[config.mk]
export PLATFORM = sky130hd
export DESIGN_NAME = calseq_top
export DESIGN_NICKNAME = d
export VERILOG_FILES = /design/src/rtl/calseq_pkg.sv /design/src/rtl/calseq_pick.sv /design/src/rtl/calseq_timer.sv /design/src/rtl/calseq_errlog.sv /design/src/rtl/calseq_top.sv
export SDC_FILE = /design/constraint.sdc
export NUM_CORES = 1
export LEC_CHECK = 0
export BUFFER_PORTS_ARGS = -buffer_cell sky130_fd_sc_hd__buf_2
export CAP_MARGIN = 0
export CORE_AREA = 10 10 114 116
export DETAILED_ROUTE_END_ITERATION = 8
export DIE_AREA = 0 0 124 126
export GPL_ROUTABILITY_DRIVEN = 0
export PLACE_DENSITY_LB_ADDON = 0.05
export SETUP_SLACK_MARGIN = 0.15
export SLEW_MARGIN = 20
export SYNTH_ARGS = -nofsm -noshare
export SYNTH_HDL_FRONTEND = slang
export SYNTH_SLANG_ARGS = --single-unit
[constraint.sdc]
create_clock -name clk -period 4.69 [get_ports clk]
set_clock_uncertainty 0.1 [all_clocks]
set_input_delay 0.469 -clock clk [delete_from_list [all_inputs] [get_ports clk]]
set_output_delay 0.469 -clock clk [all_outputs]
set_load 0.01 [all_outputs]
[src/rtl/calseq_pkg.sv]
package calseq_pkg;

    localparam int STAGE_W   = 5;
    localparam int N_STAGES  = 21;
    localparam logic [STAGE_W-1:0] CODE_LAST = 5'h14;

    typedef enum logic [1:0] {
        K_ONCE = 2'd0,
        K_SEQ  = 2'd1,
        K_PAR  = 2'd2
    } stage_kind_e;

    typedef enum logic [2:0] {
        S_SEL    = 3'd0,
        S_LAUNCH = 3'd1,
        S_WAIT   = 3'd2,
        S_DONE   = 3'd3,
        S_FAIL   = 3'd4
    } seq_state_e;

    function automatic stage_kind_e stage_kind(input logic [STAGE_W-1:0] code);
        case (code)
            5'h00, 5'h01, 5'h12, 5'h14: return K_ONCE;
            5'h0A, 5'h0B, 5'h0D, 5'h0E,
            5'h0F, 5'h11, 5'h13:        return K_PAR;
            default:                    return K_SEQ;
        endcase
    endfunction

    function automatic logic is_buffer_stage(input logic [STAGE_W-1:0] code);
        return (code >= 5'h02) && (code <= 5'h07);
    endfunction

    function automatic logic is_mandatory(input logic [STAGE_W-1:0] code);
        return (code == 5'h00) || (code == 5'h01) || (code == CODE_LAST);
    endfunction

endpackage

[src/rtl/calseq_pick.sv]
module calseq_pick
    import calseq_pkg::*;
(
    input  logic [STAGE_W-1:0]  from_code,
    input  logic                lrdimm_mode,
    input  logic [N_STAGES-1:0] stage_en_mask,
    output logic [STAGE_W-1:0]  next_code
);
    logic [N_STAGES-1:0] runnable;

    for (genvar g = 0; g < N_STAGES; g++) begin : g_run
        localparam logic [STAGE_W-1:0] CODE = STAGE_W'(g);
        assign runnable[g] = is_mandatory(CODE) ||
                             (stage_en_mask[g] && (lrdimm_mode || !is_buffer_stage(CODE)));
    end

    always_comb begin
        next_code = CODE_LAST;
        for (int i = N_STAGES - 1; i >= 0; i--) begin
            if (runnable[i] && (i >= int'(from_code)))
                next_code = STAGE_W'(i);
        end
    end
endmodule

[src/rtl/calseq_timer.sv]
module calseq_timer #(
    parameter int TMO_W = 16
) (
    input  logic             clk,
    input  logic             rst,
    input  logic             clear,
    input  logic             run,
    input  logic [TMO_W-1:0] limit,
    output logic             expired
);
    logic [TMO_W-1:0] cnt;

    always_ff @(posedge clk) begin
        if (rst || clear)
            cnt <= '0;
        else if (run && (cnt != limit))
            cnt <= cnt + 1'b1;
    end

    assign expired = run && (cnt == limit);
endmodule

[src/rtl/calseq_errlog.sv]
module calseq_errlog
    import calseq_pkg::*;
#(
    parameter int RANK_W = 2
) (
    input  logic                clk,
    input  logic                rst,
    input  logic                capture,
    input  logic [STAGE_W-1:0]  code_in,
    input  logic [RANK_W-1:0]   rank_in,
    output logic [STAGE_W-1:0]  err_stage,
    output logic [RANK_W-1:0]   err_rank,
    output logic [N_STAGES-1:0] status
);
    always_ff @(posedge clk) begin
        if (rst) begin
            err_stage <= '0;
            err_rank  <= '0;
        end else if (capture) begin
            err_stage <= code_in;
            err_rank  <= rank_in;
        end
    end

    for (genvar g = 0; g < N_STAGES; g++) begin : g_bit
        always_ff @(posedge clk) begin
            if (rst)
                status[g] <= 1'b0;
            else if (capture && (int'(code_in) == g))
                status[g] <= 1'b1;
        end
    end
endmodule

[src/rtl/calseq_top.sv]
module calseq_top
    import calseq_pkg::*;
#(
    parameter int NUM_RANKS = 4,
    parameter int TMO_W     = 16,
    localparam int RANK_W   = (NUM_RANKS > 1) ? $clog2(NUM_RANKS) : 1
) (
    input  logic                clk,
    input  logic                rst,
    input  logic                lrdimm_mode,
    input  logic [N_STAGES-1:0] stage_en_mask,
    input  logic                cal_bypass,
    input  logic [TMO_W-1:0]    timeout_limit,
    input  logic                stage_done,
    input  logic                stage_error,
    output logic                stage_start,
    output logic [STAGE_W-1:0]  stage_code,
    output logic [RANK_W-1:0]   stage_rank,
    output logic                stage_all_ranks,
    output logic                cal_complete,
    output logic                cal_failed,
    output logic [STAGE_W-1:0]  err_stage,
    output logic [RANK_W-1:0]   err_rank,
    output logic [N_STAGES-1:0] stage_err_status
);
    localparam logic [RANK_W-1:0] RANK_MAX = RANK_W'(NUM_RANKS - 1);

    seq_state_e         state;
    logic [STAGE_W-1:0] cur_code;
    logic [RANK_W-1:0]  cur_rank;
    logic [STAGE_W-1:0] next_code;
    stage_kind_e        kind;
    logic               waiting;
    logic               expired;
    logic               timed_out;
    logic               fail_now;
    logic               more_ranks;

    calseq_pick u_pick (
        .from_code     (cur_code),
        .lrdimm_mode   (lrdimm_mode),
        .stage_en_mask (stage_en_mask),
        .next_code     (next_code)
    );

    calseq_timer #(.TMO_W(TMO_W)) u_timer (
        .clk     (clk),
        .rst     (rst),
        .clear   (state == S_LAUNCH),
        .run     (waiting),
        .limit   (timeout_limit),
        .expired (expired)
    );

    assign kind       = stage_kind(cur_code);
    assign waiting    = (state == S_WAIT);
    assign timed_out  = expired && !stage_done && !stage_error;
    assign fail_now   = waiting && (stage_error || timed_out);
    assign more_ranks = (kind == K_SEQ) && !lrdimm_mode && (cur_rank != RANK_MAX);

    calseq_errlog #(.RANK_W(RANK_W)) u_errlog (
        .clk       (clk),
        .rst       (rst),
        .capture   (fail_now),
        .code_in   (cur_code),
        .rank_in   (cur_rank),
        .err_stage (err_stage),
        .err_rank  (err_rank),
        .status    (stage_err_status)
    );

    always_ff @(posedge clk) begin
        if (rst) begin
            state    <= S_SEL;
            cur_code <= '0;
            cur_rank <= '0;
        end else begin
            case (state)
                S_SEL: begin
                    cur_rank <= '0;
                    if (cal_bypass) begin
                        cur_code <= CODE_LAST;
                        state    <= S_DONE;
                    end else begin
                        cur_code <= next_code;
                        state    <= (next_code == CODE_LAST) ? S_DONE : S_LAUNCH;
                    end
                end
                S_LAUNCH: state <= S_WAIT;
                S_WAIT: begin
                    if (fail_now) begin
                        state <= S_FAIL;
                    end else if (stage_done) begin
                        if (more_ranks) begin
                            cur_rank <= cur_rank + 1'b1;
                            state    <= S_LAUNCH;
                        end else begin
                            cur_code <= cur_code + 1'b1;
                            state    <= S_SEL;
                        end
                    end
                end
                S_DONE:  state <= S_DONE;
                S_FAIL:  state <= S_FAIL;
                default: state <= S_FAIL;
            endcase
        end
    end

    assign stage_start     = (state == S_LAUNCH);
    assign stage_code      = cur_code;
    assign stage_rank      = cur_rank;
    assign stage_all_ranks = (kind == K_PAR);
    assign cal_complete    = (state == S_DONE);
    assign cal_failed      = (state == S_FAIL);
endmodule

### Word-level counts from Yosys, hierarchy flattened

Memories as Yosys holds them, arrays and structs flattened. A register that Yosys moved wholly into a read port is not among the register bits.
Index checks and enable logic that the tools add are counted.

* flip-flop bits (word level): 54
* memories kept: 1
* memory bits (read-only): 64
* output and inout bits: 39
* word-level logic and storage cells: 185

* reduce and logical (&&, ||, !) cells: 62
* $add $sub $neg: 3
* eq/ne operators: 35
* order comparisons: 20
* muxes and demuxes: 37

Memories
* (no name shown): words 32, bits a word 2, read ports 1, clocked after Yosys merged registers in 1, wr ports 0, RTL line calseq_pkg.sv:22 `case (code)`

Operators with widths (number)
* 5-bit two-way mux: 25
* 5-bit == test, second input constant: 14
* 1-bit logical AND: 52
* 4-bit by 5-bit greater-or-equal comparator with 1-bit output, first input constant: 8
* 5-bit by 4-bit == test with 1-bit output, second input constant: 4
* 3-bit by 5-bit greater-or-equal comparator with 1-bit output, first input constant: 4
* 5-bit greater-or-equal comparator, first input constant: 4
* 16-bit by 1-bit adder with 16-bit output, second input constant: 1
* 16-bit == test: 1
* 16-bit inequality test: 1
* 3-bit one-hot mux with 4 select lines: 1
* 5-bit by 3-bit == test with 1-bit output, second input constant: 2
* 1-bit by 5-bit greater-or-equal comparator with 1-bit output, first input constant: 2
* 2-bit by 5-bit greater-or-equal comparator with 1-bit output, first input constant: 2
* 2-bit two-way mux: 5
* 2-bit inequality test, second input constant: 5
* 5-bit one-hot mux with 2 select lines: 1
* 3-bit two-way mux: 3
* 4-bit AND reduction: 2
* 3-bit by 2-bit == test with 1-bit output, second input constant: 2
* 5-bit by 1-bit adder with 5-bit output, second input constant: 1
* 5-bit by 2-bit == test with 1-bit output, second input constant: 1
* 5-bit logical NOT: 1
* 2-bit one-hot mux with 2 select lines: 1
* other kinds (11): 14

### Depth between registers and ports, before layout

* depth after elaboration: 26
* mapped depth: 13

### Hierarchy

Synthesis repeated with hierarchy kept, for this count alone.

* cells, all modules: 423
* area, all modules: 3549.7 um^2

By module, submodules not included
* calseq_errlog: area each 1066.0 um^2, cells each 103, times used 1
* calseq_timer: area each 982.2 um^2, cells each 119, times used 1
* calseq_top: area each 870.8 um^2, cells each 105, times used 1
* calseq_pick: area each 630.6 um^2, cells each 96, times used 1

### Worst setup path after synthesis

Ideal clock, no wire load.

* kind: register to register
* start: register cur_code[1] (netlist: stage_code[1])
* end: register, netlist name kind[0]
* required time: 4.504 ns
* stages on the path, launching flop included: 14
* arrival: 2.662 ns
* period minus slack after synthesis: 2.848 ns
* path slack: 1.842 ns
* library setup time: 0.086 ns
* cells stage by stage: dfxtp_1 > buf_2 > inv_1 > ha_1 > buf_2 > o21bai_1 > a311oi_1 > a221oi_1 > nor3_1 > a211oi_2 > nor3_4 > nor2_1 > xnor2_1 > a221oi_2

* cells in the longest elaborated chain, start to end: 26

RTL lines
* start: declaration: RTL line calseq_top.sv:29 `logic [STAGE_W-1:0] cur_code;`
* start signal: assignment: RTL line calseq_top.sv:85 `cur_code <= next_code;`
* start signal: assignment: RTL line calseq_top.sv:98 `cur_code <= cur_code + 1'b1;`
* 5-bit greater-or-equal comparator: RTL line calseq_pick.sv:20 `if (runnable[i] && (i >= int'(from_code)))`
* 1-bit logical AND: RTL line calseq_pick.sv:20
* 3-bit two-way mux: RTL line calseq_pick.sv:20
* 5-bit two-way mux (19 in a row): RTL line calseq_pick.sv:20
* 5-bit two-way mux: RTL line calseq_top.sv:81 `if (cal_bypass) begin`
* 5-bit one-hot mux with 2 select lines: RTL line calseq_top.sv:78 `case (state)`
* 5-bit two-way mux (no source line) * (2 in a row)

Every way passes the cells marked *; elsewhere a longest branch is shown, timed or not. The select of a mux whose other input is x is not followed.
A chain may end at the register's enable or synchronous reset.

### Final worst setup path

* start: register cur_code[0] (netlist: stage_code[0])
* end: register, netlist name kind[0]

* cells in the longest elaborated chain, start to end: 26

RTL lines (RTL line)
* 5-bit greater-or-equal comparator: calseq_pick.sv:20
* 1-bit logical AND: calseq_pick.sv:20
* 3-bit two-way mux: calseq_pick.sv:20
* 5-bit two-way mux (19 in a row): calseq_pick.sv:20
* 5-bit two-way mux: calseq_top.sv:81
* 5-bit one-hot mux with 2 select lines: calseq_top.sv:78
* 5-bit two-way mux (no source line) * (2 in a row)

Marks and branches as above.

==> key figures <==
Setup path
  • Crit path launch type: register
  • CP max stage delay: 0.40 ns
  • CP cell instances: inv_1 -> ha_1 -> nand3b_1 -> o21ai_0 -> a21oi_1 -> o32ai_1 -> a31oi_1 -> o22ai_1 -> nor2_1 -> xnor2_1 -> a221oi_2
  • Delay-heaviest family, CP: compound AO/OA/AOI/OAI gates
  • Reg-to-reg startpoint: stage_code[0]$_SDFFE_PP0P_
  • CP Data Arrival Time: 3.23 ns
  • Crit-path slowest cell: nand3b_1
  • Crit path buf inv count: 1
  • Worst-case reg-to-reg path depth: 11
  • Crit Path Category: reg2reg
  • Crit path from: stage_code[0]$_SDFFE_PP0P_
  • WP data required: 4.82 ns
  • Endpoint class of the critical path: register
  • Cell depth of the worst setup path: 11
  • Crit Path Max Fanout: 7

Clock network
  • CTS tree: built
  • Clock root buffer master: clkbuf_8
  • Post-CTS Setup Repair Bufs: 0
  • Hold buffer count at cts: 0
  • CTS Sinks: 56
  • Worst-path clk slew: 0.11 ns
  • Max clock buf depth: 2
  • Clk Latency, worst-skew pair: 0.31 ns
  • Total CTS buffers: 5
  • Post-cts resize count: 0
  • Htree depth: 2

Drt
  • Metal2 WL: 4.57 mm
  • DR WL met3: 681 microns
  • Metal-1 WL: 4.52 mm
  • Post-DRT Antenna Nets: 0
  • Wire length per cell: 16.4 microns
  • Post-route DRC: 0
  • Detailed Route WL: 9.82 mm
  • Total number of vias: 3009
  • Vias/cell: 5.02
  • DRT iter0 DRCs: 116
  • Uppermost routed layer: met4
  • Initial DRT Pass Iterations: 4

Floorplan
  • Core Box Area: 10700 sq um
  • Rows: 38
  • Die Height: 126 microns
  • DIE AREA: 15600 sq um
  • Die Wd: 124 microns
  • Count of boundary I/O pins: 82
  • Initial Util: 29.3%

Pwr
  • Sequential fraction of design power: 40.1%
  • VDD IR-drop max: 0.000155 V
  • Leak: 1.62 nW
  • Clk pwr share: 28.1%
  • Int Pwr: 0.872 mW
  • Power Density: 348 nW/um^2
  • Comb pwr share: 31.8%
  • Switching share of power: 34.0%
  • Switching power of the nets: 0.448 mW

Logic synthesis
  • Syn Nets: 438
  • Synth unique cells: 65
  • Cell Area, Synth: 3140 sq um
  • Post-synthesis async set-or-reset flop share: 0%
  • Top cells by count, synth: 70 x nor2_1, 56 x dfxtp_1, 37 x a21oi_1, 24 x xor2_1, 20 x nand2_1
  • Avg Inst Size Synth: 8.08 sq um
  • Post-synth top area share: 35.8%
  • Top cells by area, synth: dfxtp_1 36%, nor2_1 8.4%, xor2_1 6.7%, a21oi_1 5.9%, ha_1 2.8%
  • Cell count after synthesis: 388
  • Synth area leader: dfxtp_1
  • FF+latch count, synth: 56
  • Post-synth top flop: dfxtp_1
  • Yosys warns: 0
  • Post-synth EDFFs: 0
  • Register area share after synthesis: 35.8%
  • Top-count cell post-synth: nor2_1

Outcome
  • Status: completed

Timing
  • RSZ-0062 raised after global routing: no
  • Slew of the pin with the lowest slew margin: 0.828 ns
  • Hold Vio Cnt, Final: 0
  • Slew Limit Fails: 0
  • Fmax achieved: 322 MHz
  • Tmin final: 3.11 ns
  • Max transition margin: 44.8%
  • Final total negative setup slack: 0 ns
  • Final worst path period share: 66.3%
  • Final Hold Slack: 0.374 ns
  • Final setup violation count: 0

Cells and area
  • ANT cells: 0
  • Layout area overhead: 20.8%
  • Filler Cell Count: 1187
  • Layout cell share with drive strength beyond 1: 23.3%
  • Fin nets: 510
  • Fin area: 3790 sq um

Global route
  • Pin count of the biggest net entering global routing: 42
  • Initial antenna violation count: 0
  • Total global routing overflow: 0
  • Global Route Usage Sum: 12.6%
  • Number of global-route vias before repair: 3104
  • First-pass GRT wire length: 16.0 mm

Placed design
  • Placed Area: 3660 sq um
  • # port buffers: 78
  • Post-DP HPWL: 7.49 mm

Hold path
  • Worst Hold Path Cells: 2
  • Worst min-delay path class: reg2reg
  • Hold Path Origin: u_errlog.status[9]$_SDFFE_PP0P_

Job
  • Total of max-cap violations: 0
## kinds of logic after synthesis
family	after synthesis	share of synthesized area, %
AOI/OAI and AO/OA	102	22.5
muxes	8	2.55
buffers and inverters	32	4.19
and+or+nand+nor	154	24.1
adders and majority gates	7	2.79
xor gates and xnor gates	29	8.10
DFF	56	35.8
## path summary, 6_finish.rpt
kind                                endpoint  slack, ns
max                          kind[0]$_DFF_P_       1.58
min          u_errlog.status[9]$_SDFFE_PP0P_       0.37
min reg2reg  u_errlog.status[9]$_SDFFE_PP0P_       0.37
max reg2reg                  kind[0]$_DFF_P_       1.58
## registers in the layout, indices dropped and copies added, names as in the netlist
register	flops
stage_rank	2
u_errlog.err_rank	2
state	3
u_errlog.status	21
u_errlog.err_stage	5
stage_code	5
u_timer.cnt	16
kind	2
## cell type report
| cell class | instances | area [sq um] | share of cell area, % |
|---|---|---|---|
| flip-flops and latches | 56 | 1120 | 29.6 |
| repair buffers | 83 | 428 | 11.3 |
| clock inverters | 2 | 60.1 | 1.59 |
| inverters | 14 | 52.6 | 1.39 |
| multi-input cells | 300 | 1880 | 49.7 |
| clock buffers | 5 | 68.8 | 1.82 |
| well taps | 140 | 175 | 4.62 |
## tightest hold or removal path: cells and delay by family (launching register included)
kind | cells | cell delay [ns]
compound gates | 1 | 0.04
flops | 1 | 0.33
simple gates | 1 | 0.07
## metal layers
| metal | up-vias | track usage [%] |
|---|---|---|
| met1 | 1405 | 16.2 |
| met4 | 0 | 2.10 |
| met2 | 75 | 20.5 |
| li1 | 1525 | - |
| met3 | 4 | 3.57 |
| met5 | - | 0 |
## through the flow
stage	util (%)	cells	total power, mW	worst slack (ns)
CTS	35.4	600	1.35	1.57
global route	35.4	600	1.41	1.36
finish	35.4	600	1.32	1.58
floorplan	-	388	0.833	1.84
detailed placement	34.2	593	0.961	1.58
global placement	34.2	593	0.961	1.63
## layout by cell type (no fill, tap or decap), drive strengths merged, types with 4 or more instances in the layout
cell,count
buf,83
nor2,70
dfxtp,56
a21oi,38
xor2,24
nand2,20
inv,14
o21ai,12
nand3,11
nor3,10
or3,8
mux2i,8
and3,7
ha,7
a31oi,6
o21a,5
nor4,5
xnor2,5
clkbuf,5
nor2b,5
o211ai,4
nand4,4
## power groups by stage
| stage | registers (mW) | logic, mW | clock network (mW) |
|---|---|---|---|
| finish | 0.529 | 0.420 | 0.371 |
| global placement | 0.541 | 0.420 | 0 |
| CTS | 0.530 | 0.423 | 0.393 |
| global route | 0.536 | 0.466 | 0.410 |
| detailed placement | 0.540 | 0.421 | 0 |
| floorplan | 0.536 | 0.297 | 0 |
No activity file was read; power rests on OpenSTA's default activity.
